<file path="config.mk">
export PLATFORM = sky130hd
export DESIGN_NAME = buck_switch_ctrl
export DESIGN_NICKNAME = d
export VERILOG_FILES = /design/src/rtl/buck_ctrl_pkg.sv /design/src/rtl/sw_phase_seq.sv /design/src/rtl/dcm_run_tracker.sv /design/src/rtl/buck_switch_ctrl.sv
export SDC_FILE = /design/constraint.sdc
export NUM_CORES = 1
export LEC_CHECK = 0
export BUFFER_PORTS_ARGS = -buffer_cell sky130_fd_sc_hd__buf_4
export CAP_MARGIN = 20
export CORE_UTILIZATION = 60
export CTS_CLUSTER_DIAMETER = 100
export DETAILED_ROUTE_END_ITERATION = 8
export GPL_TIMING_DRIVEN = 0
export PLACE_DENSITY_LB_ADDON = 0.1
export SETUP_SLACK_MARGIN = 0.3
export SLEW_MARGIN = 25
export SYNTH_ARGS = -nofsm -noshare
export SYNTH_HDL_FRONTEND = slang
export SYNTH_HIERARCHICAL = 1
export SYNTH_SLANG_ARGS = --single-unit
</file>
<file path="constraint.sdc">
create_clock -name clk -period 5.3 [get_ports clk]
set_input_delay 0 -clock clk [delete_from_list [all_inputs] [get_ports clk]]
set_output_delay 0 -clock clk [all_outputs]
set_load 0.005 [all_outputs]
</file>
<file path="src/rtl/buck_ctrl_pkg.sv">
package buck_ctrl_pkg;

  // switch phases of one conduction cycle
  typedef enum logic [2:0] {
    PH_IDLE    = 3'd0,  // both switches off, waiting
    PH_DEAD_HI = 3'd1,  // gap before high side
    PH_HI      = 3'd2,  // high side conducting
    PH_DEAD_LO = 3'd3,  // gap before low side
    PH_LO      = 3'd4   // low side conducting
  } sw_phase_t;

  // true on the last count of a span of 'span' cycles counted from zero
  function automatic logic at_last(input int unsigned cnt, input int unsigned span);
    return cnt == span - 1;
  endfunction

endpackage

</file>
<file path="src/rtl/sw_phase_seq.sv">
module sw_phase_seq
  import buck_ctrl_pkg::*;
#(
  parameter int unsigned DEAD_TICKS = 2
) (
  input  logic      clk,
  input  logic      rst_n,
  input  logic      enable,
  input  logic      go_hi,
  input  logic      cut_hi,
  input  logic      cut_lo,
  output sw_phase_t phase,
  output logic      hs_on,
  output logic      ls_on
);

  localparam int unsigned DW = (DEAD_TICKS > 1) ? $clog2(DEAD_TICKS) : 1;
  localparam int unsigned GW = DW + 1;

  logic [DW-1:0] dead_cnt;
  logic          dead_done;

  assign dead_done = at_last(32'(dead_cnt), DEAD_TICKS);

  always_ff @(posedge clk or negedge rst_n) begin
    if (!rst_n) begin
      phase    <= PH_IDLE;
      dead_cnt <= '0;
    end else if (!enable) begin
      phase    <= PH_IDLE;
      dead_cnt <= '0;
    end else begin
      unique case (phase)
        PH_IDLE: begin
          if (go_hi) begin
            phase    <= PH_DEAD_HI;
            dead_cnt <= '0;
          end
        end
        PH_DEAD_HI: begin
          if (dead_done) phase <= PH_HI;
          else           dead_cnt <= dead_cnt + 1'b1;
        end
        PH_HI: begin
          if (cut_hi) begin
            phase    <= PH_DEAD_LO;
            dead_cnt <= '0;
          end
        end
        PH_DEAD_LO: begin
          if (go_hi) begin
            phase    <= PH_DEAD_HI;
            dead_cnt <= '0;
          end else if (dead_done) begin
            phase <= PH_LO;
          end else begin
            dead_cnt <= dead_cnt + 1'b1;
          end
        end
        PH_LO: begin
          if (go_hi) begin
            phase    <= PH_DEAD_HI;
            dead_cnt <= '0;
          end else if (cut_lo) begin
            phase <= PH_IDLE;
          end
        end
        default: begin
          phase    <= PH_IDLE;
          dead_cnt <= '0;
        end
      endcase
    end
  end

  assign hs_on = (phase == PH_HI);
  assign ls_on = (phase == PH_LO);

  // checker-side run length of both-off cycles, saturating at DEAD_TICKS
  logic [GW-1:0] off_run;
  always_ff @(posedge clk or negedge rst_n) begin
    if (!rst_n)                off_run <= '0;
    else if (hs_on || ls_on)   off_run <= '0;
    else if (32'(off_run) < DEAD_TICKS) off_run <= off_run + 1'b1;
  end

  assert_no_overlap_R12: assert property (@(posedge clk) disable iff (!rst_n)
    !(hs_on && ls_on));

  assert_dead_gap_R12: assert property (@(posedge clk) disable iff (!rst_n)
    ($rose(hs_on) || $rose(ls_on)) |-> (32'(off_run) >= DEAD_TICKS));

endmodule

</file>
<file path="src/rtl/dcm_run_tracker.sv">
module dcm_run_tracker
  import buck_ctrl_pkg::*;
#(
  parameter int unsigned HOLD_CYC = 5500
) (
  input  logic clk,
  input  logic rst_n,
  input  logic active,      // fixed-frequency mode and enabled
  input  logic zero_evt,    // low side released early by zero current
  input  logic period_end,  // clock pulse closing a period
  output logic streak,
  output logic hold_done
);

  localparam int unsigned HW = (HOLD_CYC > 2) ? $clog2(HOLD_CYC) : 1;

  logic [HW-1:0] run_cnt;
  logic          per_zero;   // zero event seen in the running period
  logic          breaks;

  assign hold_done = streak && at_last(32'(run_cnt), HOLD_CYC);
  assign breaks    = period_end && !per_zero;

  always_ff @(posedge clk or negedge rst_n) begin
    if (!rst_n) begin
      streak   <= 1'b0;
      per_zero <= 1'b0;
      run_cnt  <= '0;
    end else if (!active || hold_done) begin
      streak   <= 1'b0;
      per_zero <= 1'b0;
      run_cnt  <= '0;
    end else begin
      run_cnt <= (streak && !breaks) ? run_cnt + 1'b1 : '0;
      if (zero_evt) begin
        streak   <= 1'b1;
        per_zero <= 1'b1;
      end else if (period_end) begin
        per_zero <= 1'b0;
        if (!per_zero) streak <= 1'b0;
      end
    end
  end

  assert_run_bound_R4: assert property (@(posedge clk) disable iff (!rst_n)
    !streak |=> (run_cnt == '0) || streak);

endmodule

</file>
<file path="src/rtl/buck_switch_ctrl.sv">
module buck_switch_ctrl #(
  parameter int unsigned DEAD_TICKS   = 2,
  parameter int unsigned DCM_HOLD_CYC = 5500
) (
  input  logic clk,
  input  logic rst_n,
  input  logic enable,
  input  logic clk_pulse,
  input  logic mod_trip,
  input  logic peak_hit,
  input  logic i_zero,
  input  logic vout_low,
  input  logic over_cur,
  output logic hs_on,
  output logic ls_on,
  output logic pfm_mode,
  output logic dcm
);

  import buck_ctrl_pkg::*;

  sw_phase_t phase;
  logic      go_hi, cut_hi, cut_lo;
  logic      ph_idle, ph_lo, ph_lo_side;
  logic      zero_evt, period_end, hold_done, ret_pwm;
  logic      pfm_q;

  assign ph_idle    = (phase == PH_IDLE);
  assign ph_lo      = (phase == PH_LO);
  assign ph_lo_side = ph_lo || (phase == PH_DEAD_LO);

  // request decode per mode
  assign go_hi  = pfm_q ? (vout_low && ph_idle) : clk_pulse;
  assign cut_hi = (pfm_q ? peak_hit : mod_trip) || over_cur;
  assign cut_lo = i_zero;

  // fixed-frequency bookkeeping events
  assign zero_evt   = !pfm_q && ph_lo && i_zero && !clk_pulse;
  assign period_end = !pfm_q && clk_pulse && (ph_idle || ph_lo_side);

  // sag during freewheel, unless the zero event lands in the same cycle
  assign ret_pwm = pfm_q && vout_low && ph_lo_side && !(ph_lo && i_zero);

  sw_phase_seq #(.DEAD_TICKS(DEAD_TICKS)) u_seq (
    .clk    (clk),
    .rst_n  (rst_n),
    .enable (enable),
    .go_hi  (go_hi),
    .cut_hi (cut_hi),
    .cut_lo (cut_lo),
    .phase  (phase),
    .hs_on  (hs_on),
    .ls_on  (ls_on)
  );

  dcm_run_tracker #(.HOLD_CYC(DCM_HOLD_CYC)) u_dcm (
    .clk        (clk),
    .rst_n      (rst_n),
    .active     (enable && !pfm_q),
    .zero_evt   (zero_evt),
    .period_end (period_end),
    .streak     (dcm),
    .hold_done  (hold_done)
  );

  always_ff @(posedge clk or negedge rst_n) begin
    if (!rst_n)         pfm_q <= 1'b0;
    else if (!enable)   pfm_q <= 1'b0;
    else if (hold_done) pfm_q <= 1'b1;
    else if (ret_pwm)   pfm_q <= 1'b0;
  end

  assign pfm_mode = pfm_q;

  assert_oc_cut_R11: assert property (@(posedge clk) disable iff (!rst_n)
    (hs_on && over_cur) |=> !hs_on);

  assert_pfm_entry_R4: assert property (@(posedge clk) disable iff (!rst_n)
    $rose(pfm_mode) |-> $past(dcm));

  assert_pwm_return_R9: assert property (@(posedge clk) disable iff (!rst_n)
    $fell(pfm_mode) |-> ($past(vout_low) || !$past(enable)));

  assert_disable_off_R13: assert property (@(posedge clk) disable iff (!rst_n)
    !enable |=> (!hs_on && !ls_on && !pfm_mode && !dcm));

endmodule

</file>
# [Yosys cells after proc, flatten, opt, wreduce, memory -nomap -nowiden]
# Cells that the tools add are included.
[word_totals] reg_bits=20 in_bits=9 output_inout_bits=4 wordCells=80
[op_classes] add_sub_neg=2 n_eq_ne=13 muxes=29 n_reduce_logical=30
[ops] operator="2-to-1 mux 13 bit" n=2
[ops] operator="2-to-1 mux 3 bit" n=8
[ops] operator="2-to-1 mux 1 bit" n=17
[ops] operator="case mux 3 bit (5 select lines)" n=1
[ops] operator="logical AND 1 bit" n=14
[ops] operator="adder 13 x 1 -> 13 bit (second input constant)" n=1
[ops] operator="== test 13 bit (second input constant)" n=1
[ops] operator="inequality test 3 x 2 -> 1 bit (second input constant)" n=4
[ops] operator="== test 3 x 2 -> 1 bit (second input constant)" n=2
[ops] operator="zero test 1 bit" n=6
[ops] operator="AND reduction 5 bit" n=1
[ops] operator="logical OR 1 bit" n=4
[ops] operator="inequality test 4 x 3 -> 1 bit (second input constant)" n=1
[ops] operator="inequality test 4 bit (second input constant)" n=1
[ops] operator="case mux 1 bit (4 select lines)" n=1
[ops] operator="AND reduction 2 bit" n=2
[ops] operator="== test 3 x 1 -> 1 bit (second input constant)" n=1
[ops] operator="== test 3 bit (second input constant)" n=1
[ops] operator="zero test 3 bit" n=1
[ops] operator="inequality test 3 x 1 -> 1 bit (second input constant)" n=1
[ops] operator="inequality test 3 bit (second input constant)" n=1
[ops] operator="nonzero test 3 bit" n=1
[ops] operator="OR reduction 2 bit" n=1
[ops] operator="adder 1 bit (second input constant)" n=1

# [Depth between registers and ports, before layout]
[depth] depth_word=9 ltp_mapped=6 mapped_depth_nobuf=5

# [Hierarchy]
# The synthesis kept the hierarchy.
[modules_own_cells] module="dcm_run_tracker" instances=1 cells_per_inst=74 area_each_um2=769.5 seq_area_each_um2=375.4
[modules_own_cells] module="sw_phase_seq" instances=1 cells_per_inst=27 area_each_um2=255.2 seq_area_each_um2=100.1
[modules_own_cells] module="buck_switch_ctrl" instances=1 cells_per_inst=17 area_each_um2=132.6 seq_area_each_um2=25.0

# [Worst setup path before layout]
# Ideal clock, no wire load.
[synth_path] path_type="reg2reg" startpoint="register u_dcm.run_cnt[2]" endpoint="register u_dcm.run_cnt[10]" t_arrival_ps=1653 path_slack_ps=3510 stages_incl_launch_ff=5 synth_period_minus_slack_ps=1790 cell_sequence="dfrtp_1 > or4b_4 > o41ai_4 > buf_6 > a211oi_1"
[synth_between] elab_chain_len=4 word_cells_on_any_way=6 cone_classes="add/sub (1); eq/ne (1); mux (2); reduce/logical (2)"
[synth_lines] item="start, declared" line_no="dcm_run_tracker.sv:17" rtl="logic [HW-1:0] run_cnt;"
[synth_lines] item="start signal, assigned" line_no="dcm_run_tracker.sv:34" rtl="run_cnt <= (streak && !breaks) ? run_cnt + 1'b1 : '0;"
[synth_lines] item="parallel branches: the longest is 3 deep, another holds adder 13 x 1 -> 13 bit"
[synth_lines] item="2-to-1 mux 13 bit *" line_no="dcm_run_tracker.sv:29" rtl="end else if (!active || hold_done) begin"
# Every way passes the cells marked *.
# A chain may end at the register's enable or synchronous reset.

# [Worst setup path in the final report]
[layout_path] startpoint="register u_dcm.run_cnt[2]" endpoint="register pfm_q (netlist: pfm_mode)"
[layout_between] elab_chain_len=4 word_cells_on_any_way=5 cone_classes="eq/ne (2); mux (2); reduce/logical (1)"
[layout_lines] item="== test 13 bit *" line_no="buck_ctrl_pkg.sv:14" rtl="return cnt == span - 1;"
[layout_lines] item="logical AND 1 bit *" line_no="dcm_run_tracker.sv:21" rtl="assign hold_done = streak && at_last(32'(run_cnt), HOLD_CYC);"
[layout_lines] item="named net hold_done" line_no="buck_switch_ctrl.sv:25" rtl="logic zero_evt, period_end, hold_done, ret_pwm;"
[layout_lines] item="2-to-1 mux 1 bit" line_no="buck_switch_ctrl.sv:69" rtl="else if (hold_done) pfm_q <= 1'b1;"
[layout_lines] item="2-to-1 mux 1 bit" line_no="buck_switch_ctrl.sv:68" rtl="else if (!enable) pfm_q <= 1'b0;"
[layout_lines] item="end signal, assigned" line_no="buck_switch_ctrl.sv:68"
[layout_lines] item="end signal, assigned" line_no="buck_switch_ctrl.sv:69"
[layout_lines] item="end signal, assigned" line_no="buck_switch_ctrl.sv:70" rtl="else if (ret_pwm) pfm_q <= 1'b0;"
[layout_lines] item="end, declared" line_no="buck_switch_ctrl.sv:26" rtl="logic pfm_q;"
# The timed path passes the listed nets; every way through them passes the cells marked *.

==> out/summary.md <==
## Status
* completed — result of the run

## Synthesis
* 43.24% — fraction of the yosys area taken by sequential cells
* dfrtp_1 — main flop type after synthesis
* dfrtp_1 — most common cell in the netlist
* dfrtp_1 — cell type with the highest aggregate area in the netlist
* 37 — Distinct cells, synth
* 118 — post-synthesis instance total
* 100.0% — share of synthesized registers carrying an async set or reset
* dfrtp_1 (20), a211oi_1 (8), nor3_1 (8) — top cells by count, synth
* 1157 µm² — Syn Std Cell Area
* 43.24% — portion of synthesized cell area occupied by the leading cell type
* 9.808 µm² — Mean Syn Cell Area
* dfrtp_1 (43%), a211oi_1 (5.2%), nor3_1 (3.5%) — top post-synthesis cells by area
* 128 — post-synthesis net count
* 20 — #FFs+latches synth
* 0 — EDFF count, synth
* 6 — Synthesis Warnings

## Flow run
* 0 — count of max-cap constraint violations

## Setup path
* flip-flop — nature of the critical path endpoint
* flip-flop — type of element launching the critical path
* 5540 ps — worst path required time
* reg2reg — crit path kind
* 2630 ps — worst path arrival time
* 6 — peak fanout along the critical path

## CTS
* 3 — number of buffers added by the clock tree synthesis step
* 20 — clk sink count
* yes — clock tree from TritonCTS
* 4 — Post-CTS Hold Buffers
* 2 — maximum buffer depth of the clock tree
* 0 — post-CTS setup buffer count
* 290 ps — source-to-sink clock delay at the later pin of the worst-skew pair
* clkbuf_4 — cell at the root of the clock tree
* 110 ps — clock transition at the register clock pins on the worst setup and hold paths after CTS
* 1 — number of levels the H-tree was split into
* 0 — cells resized by post-CTS repair

## GRT
* 4298 µm — global-route wire length before repair
* 28.86% — global-route usage over all layers
* 21 — pin count of the biggest net entering global routing
* 945 — vias in the first global route
* 0 — antenna violations before repair
* 0 — leftover overflow at the end of global routing

## STA
* 23.17 ps — minimum hold slack
* 631.6 ps — Worst-Margin Slew
* 5.718 ps — worst-case clock skew
* 0 — number of setup violations in the final report
* 57.45% — remaining max-slew budget at the tightest pin
* 2383 ps — Final Critical Period
* 0 — final hold violation count
* 0 — fin. max-slew vios
* 0.4196 GHz — f_max
* 0 ps — setup TNS
* 44.96% — final clock period utilization by the worst path
* false — unrepaired setup endpoints after global routing

## Power and ir drop
* 0.2762 mW — Overall Power
* 0.5447 nW — Leak
* 203.9 nW/µm² — cell area power density
* 0.1810 mV — worst-case vdd ir drop

## Floorplanning
* 45.92 µm — die outline height
* 65.60% — Initial Utilization
* 13 — number of top-level pins
* 1764 µm² — area of the core region
* 15 — number of core rows
* 45.92 µm — horizontal die dimension
* 2109 µm² — overall die area

## Finish
* 163 — number of non-filler instances in the completed layout
* 18.12% — fraction of final layout cells sized beyond drive strength 1
* 128 — fill cell instance count of the final layout
* 149 — final net count
* 0 — diode insertion count for antenna repair
* 17.08% — post-synthesis to final-layout area growth

## Routing
* 48 — 1st-iter DRT viols
* 6.356 — post-DR vias/cell
* 1,036 — via count
* 2583 µm — wire length after detailed routing
* 0 — DRC
* 15.85 µm — average wire per cell in the routed design
* 4 — first-pass detailed-route iteration total
* 0 — post-route ant nets

## Hold path
* in2reg — Hold/Removal Path Class

## Placement
* 12 — PortBufs
* 155 — placed cells
* 0.8611 — routability congestion estimate from global placement
* 1758 µm — final HPWL from detailed placement

==> state kept, by name, indices dropped and copies added, names as in the netlist <==
register,cells
u_seq/phase,3
pfm_mode,1
u_seq/dead_cnt,1
u_dcm/streak,1
u_dcm/run_cnt,13
u_dcm/per_zero,1
==> stage by stage <==
| stage | setup WS, ps | util, % | instance area, µm² |
|---|---|---|---|
| 3_5_place_dp | 3160 | 72.48 | 1279 |
| 6_report | 2917 | 76.81 | 1355 |
| 2_1_floorplan | 3510 | - | 1157 |
| 3_3_place_gp | 3164 | 72.48 | 1279 |
| 5_1_grt | 2751 | 76.81 | 1355 |
| 4_1_cts | 3017 | 76.81 | 1355 |
==> layer usage <==
layer  global-route usage (%)  vias to the layer above  part of all wire, %
met1                    40.61                      509                   45
met4                    10.00                        0                 0.39
li1                         -                      491                    -
met5                        0                        -                    0
met3                    2.778                        2                  4.5
met2                    46.20                       34                   50
==> layout by cell type, fill, tap and decap left out, drive strengths merged, types with 2 or more instances in the layout <==
cell type / instances
dlygate4sd3: 4
inv: 7
nand3b: 3
or3: 5
or4: 4
buf: 14
a21oi: 5
clkbuf: 6
nor3: 8
a211oi: 8
o21ai: 8
nor4: 3
dfrtp: 20
o31ai: 6
nand2b: 3
nor2b: 2
xnor2: 2
nand2: 7
nand4: 5
nand3: 3
nor2: 2
==> where the power goes <==
| part | total [mW] | internal, mW | switching (mW) |
|---|---|---|---|
| registers | 0.157 | 0.155 | 0.00297 |
| logic | 0.0324 | 0.0155 | 0.0169 |
| clock network | 0.0864 | 0.0419 | 0.0445 |
==> worst max-delay path, stage by stage (launching register included) <==
cell           delay (ps)
dfrtp_1               460
or4b_4                580
nor4_1                360
o21ai_0               160
a31oi_1               200
dlygate4sd3_1         570
==> cell type report <==
cell class                      instances  area [µm²]  area share, %
Sequential cell                        20       500.5          36.93
Timing Repair Buffer                   16       130.1          9.603
Inverter                                7       26.28          1.939
Buffer                                  4       30.03          2.216
Tap cell                               25       31.28          2.308
Clock buffer                            4       36.28          2.678
Multi-Input combinational cell         87       600.6          44.32
==> path summary, 6_finish.rpt <==
path                                   from          endpoint  slack [ps]  cells after the start
min in group asynchronous             rst_n      u_dcm/streak         100                      2
min reg2reg                u_dcm/run_cnt[0]  u_dcm/run_cnt[0]         520                      1
max                        u_dcm/run_cnt[2]          pfm_mode        2920                      5
min                                  enable    u_seq/phase[1]          20                      3
max reg2reg                u_dcm/run_cnt[2]          pfm_mode        2920                      5
max in group asynchronous             rst_n  u_dcm/run_cnt[5]        4990                      2
==> cells by family after synthesis <==
family                   Yosys count  share of synthesized area [%]
XOR/XNOR                           3                          2.271
AO/OA/AOI/OAI                     33                          21.19
flip-flops                        20                          43.24
multiplexers                       1                         0.8649
buffers and inverters             11                          4.865
adder cells (fa/ha/maj)            1                          1.081
AND/OR/NAND/NOR                   49                          26.49
(Power assumes the default switching activity.)
